`config.mk`:
```
export PLATFORM = sky130hd
export DESIGN_NAME = lcdf_pixel_formatter
export DESIGN_NICKNAME = d
export VERILOG_FILES = /design/src/rtl/lcdf_pkg.sv /design/src/rtl/lcdf_mode_ctrl.sv /design/src/rtl/lcdf_bit_packer.sv /design/src/rtl/lcdf_lane_mux.sv /design/src/rtl/lcdf_pixel_formatter.sv
export SDC_FILE = /design/constraint.sdc
export NUM_CORES = 1
export LEC_CHECK = 0
export ABC_AREA = 1
export BUFFER_PORTS_ARGS = -buffer_cell sky130_fd_sc_hd__buf_4
export CAP_MARGIN = 0
export CORE_MARGIN = 2
export CORE_UTILIZATION = 30
export DETAILED_ROUTE_END_ITERATION = 8
export SLEW_MARGIN = 10
export SYNTH_ARGS = -nofsm -noshare
export SYNTH_HDL_FRONTEND = slang
export SYNTH_SLANG_ARGS = --single-unit
export TNS_END_PERCENT = 20
```
`constraint.sdc`:
```
create_clock -name clk -period 2.7 [get_ports clk]
set_input_delay 0.135 -clock clk [delete_from_list [all_inputs] [get_ports clk]]
set_output_delay 0.135 -clock clk [all_outputs]
set_load 0.005 [all_outputs]
```
`src/rtl/lcdf_pkg.sv`:
```
package lcdf_pkg;

  typedef enum logic [2:0] {
    MODE_TFT    = 3'd0,
    MODE_STN4   = 3'd1,
    MODE_STN8   = 3'd2,
    MODE_DUAL8  = 3'd3,
    MODE_DUAL16 = 3'd4
  } lcd_mode_e;

  function automatic logic mode_code_ok(input logic [2:0] code);
    return code <= 3'd4;
  endfunction

  function automatic logic mode_is_dual(input lcd_mode_e m);
    return (m == MODE_DUAL8) || (m == MODE_DUAL16);
  endfunction

  function automatic logic mode_is_wide(input lcd_mode_e m);
    return (m == MODE_STN8) || (m == MODE_DUAL16);
  endfunction

endpackage

```
`src/rtl/lcdf_mode_ctrl.sv`:
```
module lcdf_mode_ctrl
  import lcdf_pkg::*;
(
  input  logic       clk,
  input  logic       rst_n,
  input  logic       frame_start,
  input  logic [2:0] mode_sel,
  input  logic       color_sel,
  output lcd_mode_e  act_mode,
  output logic       act_color
);

  lcd_mode_e mode_q, mode_d;
  logic      color_q, color_d;
  logic      load;

  assign load = frame_start && mode_code_ok(mode_sel);

  always_comb begin
    mode_d  = mode_q;
    color_d = color_q;
    if (load) begin
      mode_d  = lcd_mode_e'(mode_sel);
      color_d = color_sel;
    end
  end

  always_ff @(posedge clk or negedge rst_n) begin
    if (!rst_n) begin
      mode_q  <= MODE_TFT;
      color_q <= 1'b0;
    end else if (load) begin
      mode_q  <= mode_d;
      color_q <= color_d;
    end
  end

  assign act_mode  = mode_q;
  assign act_color = color_q;

  assert_mode_hold_R9: assert property (@(posedge clk) disable iff (!rst_n)
    !frame_start |=> ($stable(mode_q) && $stable(color_q)));

  assert_bad_code_ignored_R10: assert property (@(posedge clk) disable iff (!rst_n)
    (frame_start && (mode_sel > 3'd4)) |=> ($stable(mode_q) && $stable(color_q)));

endmodule

```
`src/rtl/lcdf_bit_packer.sv`:
```
module lcdf_bit_packer #(
  parameter int LANE_W = 8
) (
  input  logic              clk,
  input  logic              rst_n,
  input  logic              clr,
  input  logic              wide,
  input  logic              color,
  input  logic              in_valid,
  input  logic [2:0]        in_bits,
  input  logic              in_last,
  output logic              in_ready,
  output logic              beat_avail,
  output logic              beat_final,
  output logic [LANE_W-1:0] beat_data,
  input  logic              pop
);

  localparam int HALF  = LANE_W / 2;
  localparam int ACC_W = 2 * LANE_W;
  localparam int CNT_W = $clog2(ACC_W + 1);

  logic [ACC_W-1:0] acc_q, acc_d, ins;
  logic [CNT_W-1:0] cnt_q, cnt_d, bw, nbits, shamt;
  logic             pend_q, pend_d;
  logic             accept, take, en;

  assign bw    = wide  ? CNT_W'(LANE_W) : CNT_W'(HALF);
  assign nbits = color ? CNT_W'(3) : CNT_W'(1);
  assign shamt = CNT_W'(ACC_W) - cnt_q - nbits;
  assign ins   = color ? ACC_W'(in_bits) : ACC_W'(in_bits[0]);

  assign in_ready   = !clr && !pend_q && (cnt_q < bw);
  assign beat_avail = !clr && ((cnt_q >= bw) || (pend_q && (cnt_q != '0)));
  assign beat_final = pend_q && (cnt_q <= bw);
  assign beat_data  = wide ? acc_q[ACC_W-1 -: LANE_W]
                           : {{(LANE_W-HALF){1'b0}}, acc_q[ACC_W-1 -: HALF]};

  assign accept = in_valid && in_ready;
  assign take   = pop && beat_avail;
  assign en     = clr || accept || take;

  always_comb begin
    acc_d  = acc_q;
    cnt_d  = cnt_q;
    pend_d = pend_q;
    if (clr) begin
      acc_d  = '0;
      cnt_d  = '0;
      pend_d = 1'b0;
    end else if (accept) begin
      acc_d  = acc_q | (ins << shamt);
      cnt_d  = cnt_q + nbits;
      pend_d = in_last;
    end else if (take) begin
      if (beat_final) begin
        acc_d  = '0;
        cnt_d  = '0;
        pend_d = 1'b0;
      end else begin
        acc_d = wide ? (acc_q << LANE_W) : (acc_q << HALF);
        cnt_d = cnt_q - bw;
      end
    end
  end

  always_ff @(posedge clk or negedge rst_n) begin
    if (!rst_n) begin
      acc_q  <= '0;
      cnt_q  <= '0;
      pend_q <= 1'b0;
    end else if (en) begin
      acc_q  <= acc_d;
      cnt_q  <= cnt_d;
      pend_q <= pend_d;
    end
  end

  assert_cnt_bound_R4: assert property (@(posedge clk) disable iff (!rst_n)
    cnt_q <= (bw + CNT_W'(2)));

  assert_pend_nonempty_R5: assert property (@(posedge clk) disable iff (!rst_n)
    pend_q |-> (cnt_q != '0));

  assert_clear_empties_R9: assert property (@(posedge clk) disable iff (!rst_n)
    clr |=> ((cnt_q == '0) && !pend_q));

endmodule

```
`src/rtl/lcdf_lane_mux.sv`:
```
module lcdf_lane_mux
  import lcdf_pkg::*;
#(
  parameter int COMP_W = 6,
  parameter int LANE_W = 8
) (
  input  lcd_mode_e             mode,
  input  logic [3*COMP_W-1:0]   tft_pix,
  input  logic [LANE_W-1:0]     up_beat,
  input  logic [LANE_W-1:0]     lo_beat,
  output logic [3*LANE_W-1:0]   bus
);

  localparam int HALF  = LANE_W / 2;
  localparam int BUS_W = 3 * LANE_W;
  localparam int PAD_W = LANE_W - COMP_W;

  logic [BUS_W-1:0] tft_bus;
  logic [BUS_W-1:0] stn_bus;

  // lane 0 red, lane 1 green, lane 2 blue; red sits in the top of tft_pix
  for (genvar l = 0; l < 3; l++) begin : g_lane
    assign tft_bus[l*LANE_W +: LANE_W] =
      LANE_W'(tft_pix[(2-l)*COMP_W +: COMP_W]) << PAD_W;
  end

  always_comb begin
    stn_bus = '0;
    case (mode)
      MODE_STN4:   stn_bus[HALF-1:0] = up_beat[HALF-1:0];
      MODE_STN8:   stn_bus[LANE_W-1:0] = up_beat;
      MODE_DUAL8: begin
        stn_bus[HALF-1:0]      = up_beat[HALF-1:0];
        stn_bus[LANE_W-1:HALF] = lo_beat[HALF-1:0];
      end
      MODE_DUAL16: begin
        stn_bus[LANE_W-1:0]        = up_beat;
        stn_bus[2*LANE_W-1:LANE_W] = lo_beat;
      end
      default:     stn_bus = '0;
    endcase
  end

  assign bus = (mode == MODE_TFT) ? tft_bus : stn_bus;

endmodule

```
`src/rtl/lcdf_pixel_formatter.sv`:
```
module lcdf_pixel_formatter
  import lcdf_pkg::*;
#(
  parameter int COMP_W = 6,
  parameter int LANE_W = 8
) (
  input  logic                  clk,
  input  logic                  rst_n,
  input  logic                  frame_start,
  input  logic [2:0]            mode_sel,
  input  logic                  color_sel,
  input  logic                  up_valid,
  output logic                  up_ready,
  input  logic [3*COMP_W-1:0]   up_pix,
  input  logic                  up_last,
  input  logic                  lo_valid,
  output logic                  lo_ready,
  input  logic [2:0]            lo_pix,
  input  logic                  lo_last,
  output logic                  dot_en,
  output logic [3*LANE_W-1:0]   lcd_data,
  output logic                  line_end
);

  localparam int HALF  = LANE_W / 2;
  localparam int BUS_W = 3 * LANE_W;
  localparam int PAD_W = LANE_W - COMP_W;

  function automatic logic [BUS_W-1:0] tft_pad_mask();
    logic [BUS_W-1:0] m;
    m = '0;
    for (int l = 0; l < 3; l++)
      for (int b = 0; b < PAD_W; b++)
        m[l*LANE_W + b] = 1'b1;
    return m;
  endfunction

  localparam logic [BUS_W-1:0] TFT_PAD = tft_pad_mask();

  lcd_mode_e act_mode;
  logic      act_color;
  logic      is_tft, is_dual, is_wide;

  lcdf_mode_ctrl u_mode (
    .clk         (clk),
    .rst_n       (rst_n),
    .frame_start (frame_start),
    .mode_sel    (mode_sel),
    .color_sel   (color_sel),
    .act_mode    (act_mode),
    .act_color   (act_color)
  );

  assign is_tft  = (act_mode == MODE_TFT);
  assign is_dual = mode_is_dual(act_mode);
  assign is_wide = mode_is_wide(act_mode);

  // index 0 = upper / single panel, index 1 = lower panel
  logic [1:0]        pk_valid, pk_last, pk_ready, pk_avail, pk_final;
  logic [2:0]        pk_bits [2];
  logic [LANE_W-1:0] pk_beat [2];
  logic              pop;

  assign pk_valid[0] = up_valid && !is_tft;
  assign pk_valid[1] = lo_valid && is_dual;
  assign pk_last[0]  = up_last;
  assign pk_last[1]  = lo_last;
  assign pk_bits[0]  = up_pix[2:0];
  assign pk_bits[1]  = lo_pix;

  for (genvar g = 0; g < 2; g++) begin : g_half
    lcdf_bit_packer #(.LANE_W(LANE_W)) u_pack (
      .clk        (clk),
      .rst_n      (rst_n),
      .clr        (frame_start),
      .wide       (is_wide),
      .color      (act_color),
      .in_valid   (pk_valid[g]),
      .in_bits    (pk_bits[g]),
      .in_last    (pk_last[g]),
      .in_ready   (pk_ready[g]),
      .beat_avail (pk_avail[g]),
      .beat_final (pk_final[g]),
      .beat_data  (pk_beat[g]),
      .pop        (pop)
    );
  end

  assign pop = !frame_start && !is_tft && pk_avail[0] && (!is_dual || pk_avail[1]);

  assign up_ready = !frame_start && (is_tft || pk_ready[0]);
  assign lo_ready = is_dual && pk_ready[1];

  logic [BUS_W-1:0] mux_bus;

  lcdf_lane_mux #(.COMP_W(COMP_W), .LANE_W(LANE_W)) u_mux (
    .mode    (act_mode),
    .tft_pix (up_pix),
    .up_beat (pk_beat[0]),
    .lo_beat (pk_beat[1]),
    .bus     (mux_bus)
  );

  logic             tft_take;
  logic             strobe_d, line_d;
  logic [BUS_W-1:0] data_d;
  logic             strobe_q, line_q;
  logic [BUS_W-1:0] data_q;

  assign tft_take = is_tft && up_valid && !frame_start;

  always_comb begin
    strobe_d = pop || tft_take;
    line_d   = tft_take ? up_last : (pop && pk_final[0]);
    data_d   = strobe_d ? mux_bus : '0;
  end

  always_ff @(posedge clk or negedge rst_n) begin
    if (!rst_n) begin
      strobe_q <= 1'b0;
      line_q   <= 1'b0;
      data_q   <= '0;
    end else begin
      strobe_q <= strobe_d;
      line_q   <= line_d;
      data_q   <= data_d;
    end
  end

  assign dot_en   = strobe_q;
  assign line_end = line_q;
  assign lcd_data = data_q;

  assert_idle_bus_zero_R11: assert property (@(posedge clk) disable iff (!rst_n)
    !dot_en |-> ((lcd_data == '0) && !line_end));

  assert_tft_pad_zero_R2: assert property (@(posedge clk) disable iff (!rst_n)
    (dot_en && is_tft) |-> ((lcd_data & TFT_PAD) == '0));

  assert_stn4_unused_R3: assert property (@(posedge clk) disable iff (!rst_n)
    (act_mode == MODE_STN4) |-> ((lcd_data >> HALF) == '0));

  assert_stn8_unused_R4: assert property (@(posedge clk) disable iff (!rst_n)
    (act_mode == MODE_STN8) |-> ((lcd_data >> LANE_W) == '0));

  assert_dual8_unused_R6: assert property (@(posedge clk) disable iff (!rst_n)
    (act_mode == MODE_DUAL8) |-> ((lcd_data >> LANE_W) == '0));

  assert_dual16_unused_R7: assert property (@(posedge clk) disable iff (!rst_n)
    (act_mode == MODE_DUAL16) |-> ((lcd_data >> (2*LANE_W)) == '0));

  assert_no_beat_after_frame_R9: assert property (@(posedge clk) disable iff (!rst_n)
    frame_start |=> !dot_en);

  assert_lower_idle_single_R8: assert property (@(posedge clk) disable iff (!rst_n)
    !is_dual |-> !lo_ready);

endmodule

```
======== Word-level counts from Yosys, hierarchy flattened ========
Cells that the tools add are included.
operators by class
  add/subtract/negate cells ............... 8
  magnitude comparators ................... 7
  equality and inequality tests ........... 4
  shift operators ......................... 2
  multiplexer cells ....................... 38
  bitwise logic cells ..................... 2
  reduce and logical (&&, ||, !) cells .... 54
operators with widths
  kind                                                  number
  2-to-1 mux 16 bit                                     10
  2-to-1 mux 24 bit                                     2
  2-to-1 mux 5 bit                                      8
  bitwise OR 16 bit                                     2
  left shift 16 x 5 -> 16 bit                           2
  logical AND 1 bit                                     25
  2-to-1 mux 8 bit                                      3
  subtractor 5 bit                                      3
  nonzero test 3 bit                                    4
  logical OR 1 bit                                      11
  >= comparator 5 bit                                   2
  <= comparator 5 bit                                   2
  less-than comparator 5 bit                            2
  nonzero test 5 bit                                    2
  subtractor 5 bit (first input constant)               2
  2-to-1 mux 1 bit                                      9
  2-to-1 mux 4 bit                                      2
  one-hot mux 4 bit (2 select lines)                    1
  equality test 3 x 2 -> 1 bit (second input constant)  2
  2-to-1 mux 3 bit                                      2
  AND reduction 3 bit                                   2
  adder 5 x 2 -> 5 bit                                  1
  adder 5 bit                                           1
  zero test 1 bit                                       5
  9 further kinds                                       10
word-level totals
  flip-flop bits (word level) ............. 74
  input bits .............................. 32
  output and inout port bits .............. 28
  logic and storage cells ................. 126

======== Depth between registers and ports, before layout ========
Gate-level depths: netlist of the first run.
  word-level depth ........................ 12
  gate-level depth with buffers ........... 18
  mapped depth without buffers ............ 18

======== Cells and area by module ========
From an unflattened synthesis of the first run, not the netlist that was laid out.
second synthesis, totals
  cell total of the unflattened synthesis .. 760
  area, all modules ....................... 5328.9 um^2
modules (own cells, without submodules)
  module                               instances  cells each  area each (um^2)  seq. area each (um^2)
  lcdf_bit_packer at g_half[1].u_pack  1          277         1808.0            550.5
  lcdf_bit_packer at g_half[0].u_pack  1          274         1771.7            550.5
  lcdf_pixel_formatter                 1          108         1161.1            650.6
  lcdf_lane_mux                        1          80          415.4             0.0
  lcdf_mode_ctrl                       1          21          172.7             100.1

======== Least setup slack after synthesis of the first run ========
OpenSTA, ideal clock, no wires.
  kind .................................... register to register
  start point ............................. register u_mode.mode_q[0] (netlist: u_mode.act_mode[0])
  end point ............................... register data_q[5] (netlist: lcd_data[5])
  library setup time ...................... 0.128 ns
  data arrival time ....................... 2.119 ns
  data required time ...................... 2.572 ns
  path slack .............................. 0.453 ns
  cell stages (with the launch flop) ...... 18
  path buffers ............................ 2
  period minus slack after synthesis ...... 2.247 ns
  path through ............................ dfrtp_1 > inv_2 > nand2_2 > nand2_1 > nand2_1 > ha_1 > inv_1 > nor2_1 > nor2_2 > nand2_1 > nor2_2 > nor2_4 > nand2_4 > buf_6 > nand2_4 > buf_8 > o21ai_2 > nor2_2
on the way
  cells in the longest elaborated chain, start to end .. 10
  elaborated cells between the ends (all ways) .. 28
  those cells by class .................... order compare (2); eq/ne (3); mux (6); reduce/logical (17)
ends and longest elaborated chain
  what                                                                 line                            RTL
  start, declared                                                      lcdf_mode_ctrl.sv:13            lcd_mode_e mode_q, mode_d;
  start signal, assigned                                               lcdf_mode_ctrl.sv:33            mode_q <= mode_d;
  equality test 3 x 2 -> 1 bit or equality test 3 bit (tied branches)  lcdf_pkg.sv:20, lcdf_pkg.sv:16
  logical OR 1 bit                                                     lcdf_pkg.sv:20                  return (m == MODE_STN8) || (m == MODE_DUAL16);
  2-to-1 mux 4 bit                                                     lcdf_bit_packer.sv:28           assign bw = wide ? CNT_W'(LANE_W) : CNT_W'(HALF);
  >= comparator 5 bit                                                  lcdf_bit_packer.sv:34           assign beat_avail = !clr && ((cnt_q >= bw) || (pend_q && (cnt_q != '0)));
  logical OR 1 bit                                                     lcdf_bit_packer.sv:34
  logical AND 1 bit                                                    lcdf_bit_packer.sv:34
  logical AND 1 bit or logical OR 1 bit (tied branches)                lcdf_pixel_formatter.sv:89      assign pop = !frame_start && !is_tft && pk_avail[0] && (!is_dual || pk_avail[1]);
  logical AND 1 bit                                                    lcdf_pixel_formatter.sv:89
  logical OR 1 bit (*)                                                 lcdf_pixel_formatter.sv:113     strobe_d = pop || tft_take;
  net strobe_d                                                         lcdf_pixel_formatter.sv:105     logic strobe_d, line_d;
  2-to-1 mux 24 bit (*)                                                lcdf_pixel_formatter.sv:115     data_d = strobe_d ? mux_bus : '0;
  net data_d[5]                                                        lcdf_pixel_formatter.sv:106     logic [BUS_W-1:0] data_d;
  end signal, assigned                                                 lcdf_pixel_formatter.sv:126     data_q <= data_d;
  end, declared                                                        lcdf_pixel_formatter.sv:108     logic [BUS_W-1:0] data_q;
Mark *: on every way through the listed nets, which the timed path passes. The rest lies on a longest branch.
A chain may end at the register's enable or synchronous reset.

======== Worst setup path in the final report of the first run ========
  start point ............................. register u_mode.mode_q[0] (netlist: u_mode.act_mode[0])
  end point ............................... register g_half[1].u_pack.acc_q[3]
on the way
  cells in the longest elaborated chain, start to end .. 11
  elaborated cells between the ends (all ways) .. 34
  those cells by class .................... order compare (4); eq/ne (3); mux (5); reduce/logical (22)
ends and longest elaborated chain
  what                                                                     line                            RTL
  equality test 3 x 2 -> 1 bit or equality test 3 bit (tied branches)      lcdf_pkg.sv:20, lcdf_pkg.sv:16
  logical OR 1 bit                                                         lcdf_pkg.sv:20
  2-to-1 mux 4 bit                                                         lcdf_bit_packer.sv:28
  >= comparator 5 bit                                                      lcdf_bit_packer.sv:34
  logical OR 1 bit                                                         lcdf_bit_packer.sv:34
  logical AND 1 bit                                                        lcdf_bit_packer.sv:34
  logical AND 1 bit or logical OR 1 bit (tied branches)                    lcdf_pixel_formatter.sv:89
  logical AND 1 bit                                                        lcdf_pixel_formatter.sv:89
  logical AND 1 bit                                                        lcdf_bit_packer.sv:40           assign take = pop && beat_avail;
  nonzero test 3 bit (no source line) or logical OR 1 bit (tied branches)  -
  AND reduction 2 bit (no source line)                                     -
  end signal, assigned                                                     lcdf_bit_packer.sv:69           acc_q <= '0;
  end signal, assigned                                                     lcdf_bit_packer.sv:73           acc_q <= acc_d;
  end, declared                                                            lcdf_bit_packer.sv:23           logic [ACC_W-1:0] acc_q, acc_d, ins;
Parallel ways exist; a longest one is shown, timed or not. The select of a mux whose other input is x is not followed.

==> results of run 1 <==
[worst paths after layout]
check                                          start                   endpoint  slack (ps)  cells past startpoint
max                               u_mode.act_mode[0]  g_half[1].u_pack.acc_q[3]         210                     15
min                                          up_last    g_half[0].u_pack.pend_q           9                      3
max reg2reg                       u_mode.act_mode[0]  g_half[1].u_pack.acc_q[3]         210                     15
min reg2reg                g_half[0].u_pack.acc_q[5]  g_half[0].u_pack.acc_q[5]         500                      2
max in group asynchronous                      rst_n  g_half[0].u_pack.acc_q[1]        1550                      2
min in group asynchronous                      rst_n    g_half[0].u_pack.pend_q         440                      2
[per-stage QoR]
step | TNS (ps) | hold slack (ps) | setup slack [ps]
floorplan | 0 | -161 | 453
global placement | 0 | 337 | 208
detailed placement | 0 | 354 | 173
CTS | 0 | 5.26 | 158
global route | -2.08 | 15.5 | -2.08
finish | 0 | 8.61 | 214
[worst min-delay path: stages]
cell and delay (ps):
buf_4 90, nand2_1 40, nand2_1 50
[Yosys cell counts, drive strengths merged]
library cell	n
buf	20
nand3	73
nand4	3
a21oi	27
o21ai	58
dfrtp	72
inv	76
and3	4
nand2	232
a32oi	1
clkinv	2
a221oi	5
clkbuf	5
nand3b	2
a22oi	6
conb	1
xor2	6
fa	6
ha	14
nor2	73
nor3	1
a31oi	2
o211ai	1
[kinds of logic (layout without fill, tap and decap cells)]
| family | count (synthesis) | count (layout) | share of synthesized area (%) |
|---|---|---|---|
| xor+xnor | 6 | 6 | 1.07 |
| simple gates | 388 | 388 | 35.2 |
| other cells | 1 | 2 | 0.0761 |
| buf+inv | 103 | 162 | 9.88 |
| flops | 72 | 72 | 36.6 |
| compound gates | 100 | 100 | 11.2 |
| fa+ha+maj | 20 | 20 | 5.99 |
[sequential cells by signal, summed over array words and instances (netlist names)]
signal,flops
dot_en,1
lcd_data,22
line_end,1
u_mode.act_color,1
g_half.u_pack.cnt_q,10
g_half.u_pack.acc_q,32
g_half.u_pack.pend_q,2
u_mode.act_mode,3
[per-layer routing]
layer,global-route usage (%),share of wire (%)
met5,0,0
met4,6.63,2.6
met3,3.08,6.1
met2,22.7,41
met1,22.9,50
[repair_timing]
action                                 CTS  global route
endpoints found under the hold margin   19             0
hold buffers                             2             0
setup endpoints to repair                0            29
gates resized for setup                  0             6
[power by group through the flow]
stage / registers (uW) / clock network (uW) / logic (uW)
floorplan: 1480 / 0 / 2030
global placement: 1560 / 0 / 2570
detailed placement: 1560 / 0 / 2560
CTS: 1540 / 1370 / 2580
global route: 1580 / 1420 / 3010
finish: 1550 / 1340 / 2640
[area by class of cell]
class / count / area [um^2] / share of cell area [%]
Clock inverter: 5 / 78.8 / 1.34
Sequential cell: 72 / 1800 / 30.6
Timing Repair Buffer: 68 / 515 / 8.75
Inverter: 78 / 309 / 5.25
Tap cell: 216 / 270 / 4.59
Multi-Input combinational cell: 516 / 2660 / 45.2
Clock buffer: 11 / 253 / 4.29
==> metrics, run 1 <==
Reg clk slew, reported paths about 60 ps; cell taking the most area after synthesis dfrtp_1; final hold vios 0; leak pwr roughly 0.0029 uW; post-route cell area around 5900 um^2; global-route usage over all layers about 16%; Vias roughly 4.6k; CP Launch Type flip-flop; total grt overflow 0; Die ar. between 15,000 and 20,000 um^2; Synth Warn # 0; most frequent cells in the layout nand2_1, dfrtp_1, nand3_1; Core ar. 15,900 um^2; Sw Share 44.5%; ratio of cells with drive above 1 in the final layout between 10% and 20%; outcome complete, no violations; synthesized cell area 4930 um^2; most common cell after layout, fill and taps aside nand2_1; Synth top area share between 30% and 40%; initial antenna violation count 0; Internal Power approximately 3000 uW; Routability Congestion approximately 0.9; CTS H-tree depth 3; Placed Area about 5500 um^2; filler instances roughly 1.7k; placed cells approximately 950; DRT antenna net count 0; Synth Register Bits between 70 and 80; post-DP HPWL 9640 um; Rel. slew slack roughly a third; Starting Density between 30% and 40%; crit-path leading delay family simple AND/OR/NAND/NOR gates; Clk Latency, worst-skew pair approximately 350 ps; Syn Inst Count 690; die width about 130 um; power share of the clock group 24.3%; largest net degree at the start of global routing 73; clock sinks 72; maxcap violations 0; worst-path cell chain inv_2 > nand2_2 > nand2_1 > nand2_1 > ha_1 > inv_1 > nor2_1 > nor2_4 > nand3_2 > nor2_1 > nor2_1 > nand2_8 > nand2_1 > inv_1 > nor2_1; Root Driver clkbuf_16; Routed wire per std cell 13.7 um; P per Cell Area ~940 nW/um^2; 1st-iter DRT viols roughly 330; fin nets approximately 800; Psw 2460 uW; Logic pwr share 47.7%; drt drc 0; Worst Skew approximately 6.6 ps; Fmax about 400 MHz; # diodes 0; Setup Buffers After CTS 0; CP max-delay cell dfrtp_1; cts bufs inserted 9; Final min period about 2500 ps; main area contributors after synthesis dfrtp_1, nand2_1, nand3_1, inv_1, o21ai_0; CTS max path bufs 2; worst-margin pin slew approximately 1000 ps; Synth cell types 37; final setup vio count 0; DR pass1 iterations 5; CP peak stage delay ~420 ps; CTS tree built; io pins 60; arrival time of the worst setup path 2760 ps; FP Rows 46; synthesized area per cell around 7.1 um^2; Peak VDD IR ~0.38 mV; IO Port Bufs 57; routed wire length 13,200 um; Post-Layout Cell Count a little under 1k; Bufs and invs on worst path 3; Worst Setup End Kind flip-flop; final critical-path share of the clock period between 90% and 100%; Sequential Power Share 28.0%; CP Class flip-flop to flip-flop; Slew Viols, Final 0; vias in the first global route about 4.3k; Pwr Total 5520 uW; Worst Hold Class input pin to flip-flop; unrepaired setup endpoints after global routing true; Util after Layout between 30% and 40%; cell mode on critical path nor2_1; Die Y approximately 130 um; critical path required time between 2000 and 3000 ps; sequential share of the synthesized area 36.6%; first-pass GRT wire length about 22,000 um; critical path peak fanout 26; area delta synth->final 19.5%; routed vias/inst about 4.7
(Power assumes the default switching activity.)
==> inputs of run 2 (changes only) <==
CTS_BUF_LIST = sky130_fd_sc_hd__clkbuf_2   (was unset)
PLACE_DENSITY = 0.56   (was unset)
clock period = 2.2 ns   (was 2.7 ns; I/O delays follow)
==> metrics, run 2 (synthesis gave the netlist of run 1 again) <==
IO Port Bufs 57 (unchanged); final critical-path share of the clock period 105%; power share of the clock group 11.4% (was 24.3%); Reg clk slew, reported paths 230 ps (was 60 ps); WL met1 7130 um (was 6640 um); fin nets 881 (was 797); WL met3 791 um (was 808 um); drt drc 0 (unchanged); Vias 4,902 (was 4,568); clock sinks 72 (unchanged); area delta synth->final 36.7% (was 19.5%); critical path required time 2090 ps (was 2980 ps); Die Y 132 um (unchanged); Slew Viols, Final 0 (unchanged); critical path peak fanout 5 (was 26); Sequential Power Share 27.1% (was 28.0%); FP Rows 46 (unchanged); routed wl met2 6270 um (was 5450 um); Sw Share 47.6% (was 44.5%); Util after Layout 42.3% (was 36.9%); arrival time of the worst setup path 2210 ps (was 2760 ps); CTS H-tree depth 3 (unchanged); maxcap violations 0 (unchanged); Clk Latency, worst-skew pair 580 ps (was 350 ps); die width 132 um (unchanged); Fmax around 430 MHz; Starting Density 30.9% (unchanged); final hold vios 0 (unchanged); post-route setup slack -117 ps (was 214 ps); Psw 3280 uW (was 2460 uW); Rel. slew slack 63.2% (was 33.2%); final setup vio count 17 (was 0); routed wire length 14,400 um (was 13,200 um); initial antenna violation count 1 (was 0); Peak VDD IR 0.377 mV (about the same); routed vias/inst 4.66 (was 4.73); setup TNS -845 ps (was 0 ps); Core ar. 15,900 um^2 (unchanged); global-route usage over all layers 16.7% (was 15.7%); CTS max path bufs 2 (unchanged); outcome finished with violations (was complete, no violations); Placed Area 5830 um^2 (was 5520 um^2); unrepaired setup endpoints after global routing true (unchanged); register with the most flip-flops g_half.u_pack.acc_q (unchanged); 1st-iter DRT viols 313 (was 329); leak pwr 0.00329 uW (was 0.00293 uW); Routed wire per std cell 13.7 um (about the same); Worst Hold Class input pin to asynchronous set/reset pin (was input pin to flip-flop); CP Class flip-flop to output pin (was flip-flop to flip-flop); vias in the first global route 4,557 (was 4,291); cts bufs inserted 9 (unchanged); post-route cell area 6740 um^2 (was 5890 um^2); failing checks setup timing; max reg flops 32 (unchanged); post-DP HPWL 10,300 um (was 9640 um); ratio of cells with drive above 1 in the final layout 29.0% (was 18.3%); worst-margin pin slew 552 ps (was 1000 ps); most frequent cells in the layout nand2_1, buf_4, dfrtp_1 (was nand2_1, dfrtp_1, nand3_1); P per Cell Area 1020 nW/um^2 (was 938 nW/um^2); first-pass GRT wire length 23,400 um (was 22,100 um); Worst Skew 39.1 ps (was 6.63 ps); Die ar. 17,500 um^2 (unchanged); uppermost layer routed met4 (unchanged); Logic pwr share 61.5% (was 47.7%); DRT antenna net count 0 (unchanged); DR pass1 iterations 6 (was 5); CTS tree built (unchanged); most common cell after layout, fill and taps aside nand2_1 (unchanged); total grt overflow 0 (unchanged); Final min period about 2300 ps; CP Launch Type flip-flop (unchanged); Pwr Total 6900 uW (was 5520 uW); io pins 60 (unchanged); largest net degree at the start of global routing 40 (was 73); Root Driver clkbuf_2 (was clkbuf_16); Internal Power 3620 uW (was 3070 uW); Routability Congestion 0.847 (was 0.887); Worst Setup End Kind output pin (was flip-flop)
[run 2: layout make-up]
class	count	area, um^2
antenna	1	2.50
clock buffer	11	55.1
clock inverter	5	56.3
fill	1638	9210
inverter	78	319
multi-input combinational	516	2920
sequential	72	1800
tap	216	270
timing repair buffer	152	1310
[run 2: repair_timing]
action,CTS,global route
hold endpoints to repair,103,0
endpoints found under the setup margin,47,69
hold buffers,33,0
pin swaps,11,23
resized for setup,34,56
cloned,0,3
buffers inserted,9,3
[run 2: per-layer routing]
layer	GRT usage (%)	vias to the layer above
li1	-	2479
met3	4.31	22
met2	24.7	133
met1	24.1	2268
met5	0	-
met4	4.30	0
[run 2: power by group through the flow]
stage / logic (uW) / clock network [uW] / registers, uW
global placement: 3510 / 0 / 1880
global route: 4770 / 870 / 1920
CTS: 3820 / 809 / 1860
finish: 4250 / 787 / 1870
detailed placement: 3520 / 0 / 1880
floorplan: 2500 / 0 / 1810
[run 2: per-stage QoR]
stage | setup slack, ps | cells | hold slack (ps)
global route | -258 | 1051 | 4.90
CTS | -159 | 1044 | 2.24
finish | -117 | 1051 | 17.6
detailed placement | -93.6 | 986 | 142
floorplan | 11.7 | 691 | -186
global placement | -83.0 | 986 | 142
[run 2: critical path, cell delays in order (launching register included)]
cell and delay, ps:
dfrtp_1 450, inv_2 80, nand2_2 60, nand2_2 70, nand2_4 100, ha_4 270
inv_4 60, nor2_4 30, nor2_2 90, buf_4 130, nand2_2 40, a21oi_2 130
buf_4 120
[run 2: worst paths after layout]
path,from,end,slack (ps),cells past startpoint
setup / recovery,u_mode.act_mode[1],up_ready,-120,12
hold / removal,rst_n,g_half[1].u_pack.acc_q[10],20,2
setup reg to reg,u_mode.act_mode[1],g_half[1].u_pack.acc_q[9],-80,18
hold reg to reg,g_half[0].u_pack.acc_q[5],g_half[0].u_pack.acc_q[5],520,2
max in group asynchronous,rst_n,lcd_data[18],1600,3
min in group clk,lo_pix[2],g_half[1].u_pack.acc_q[7],150,9
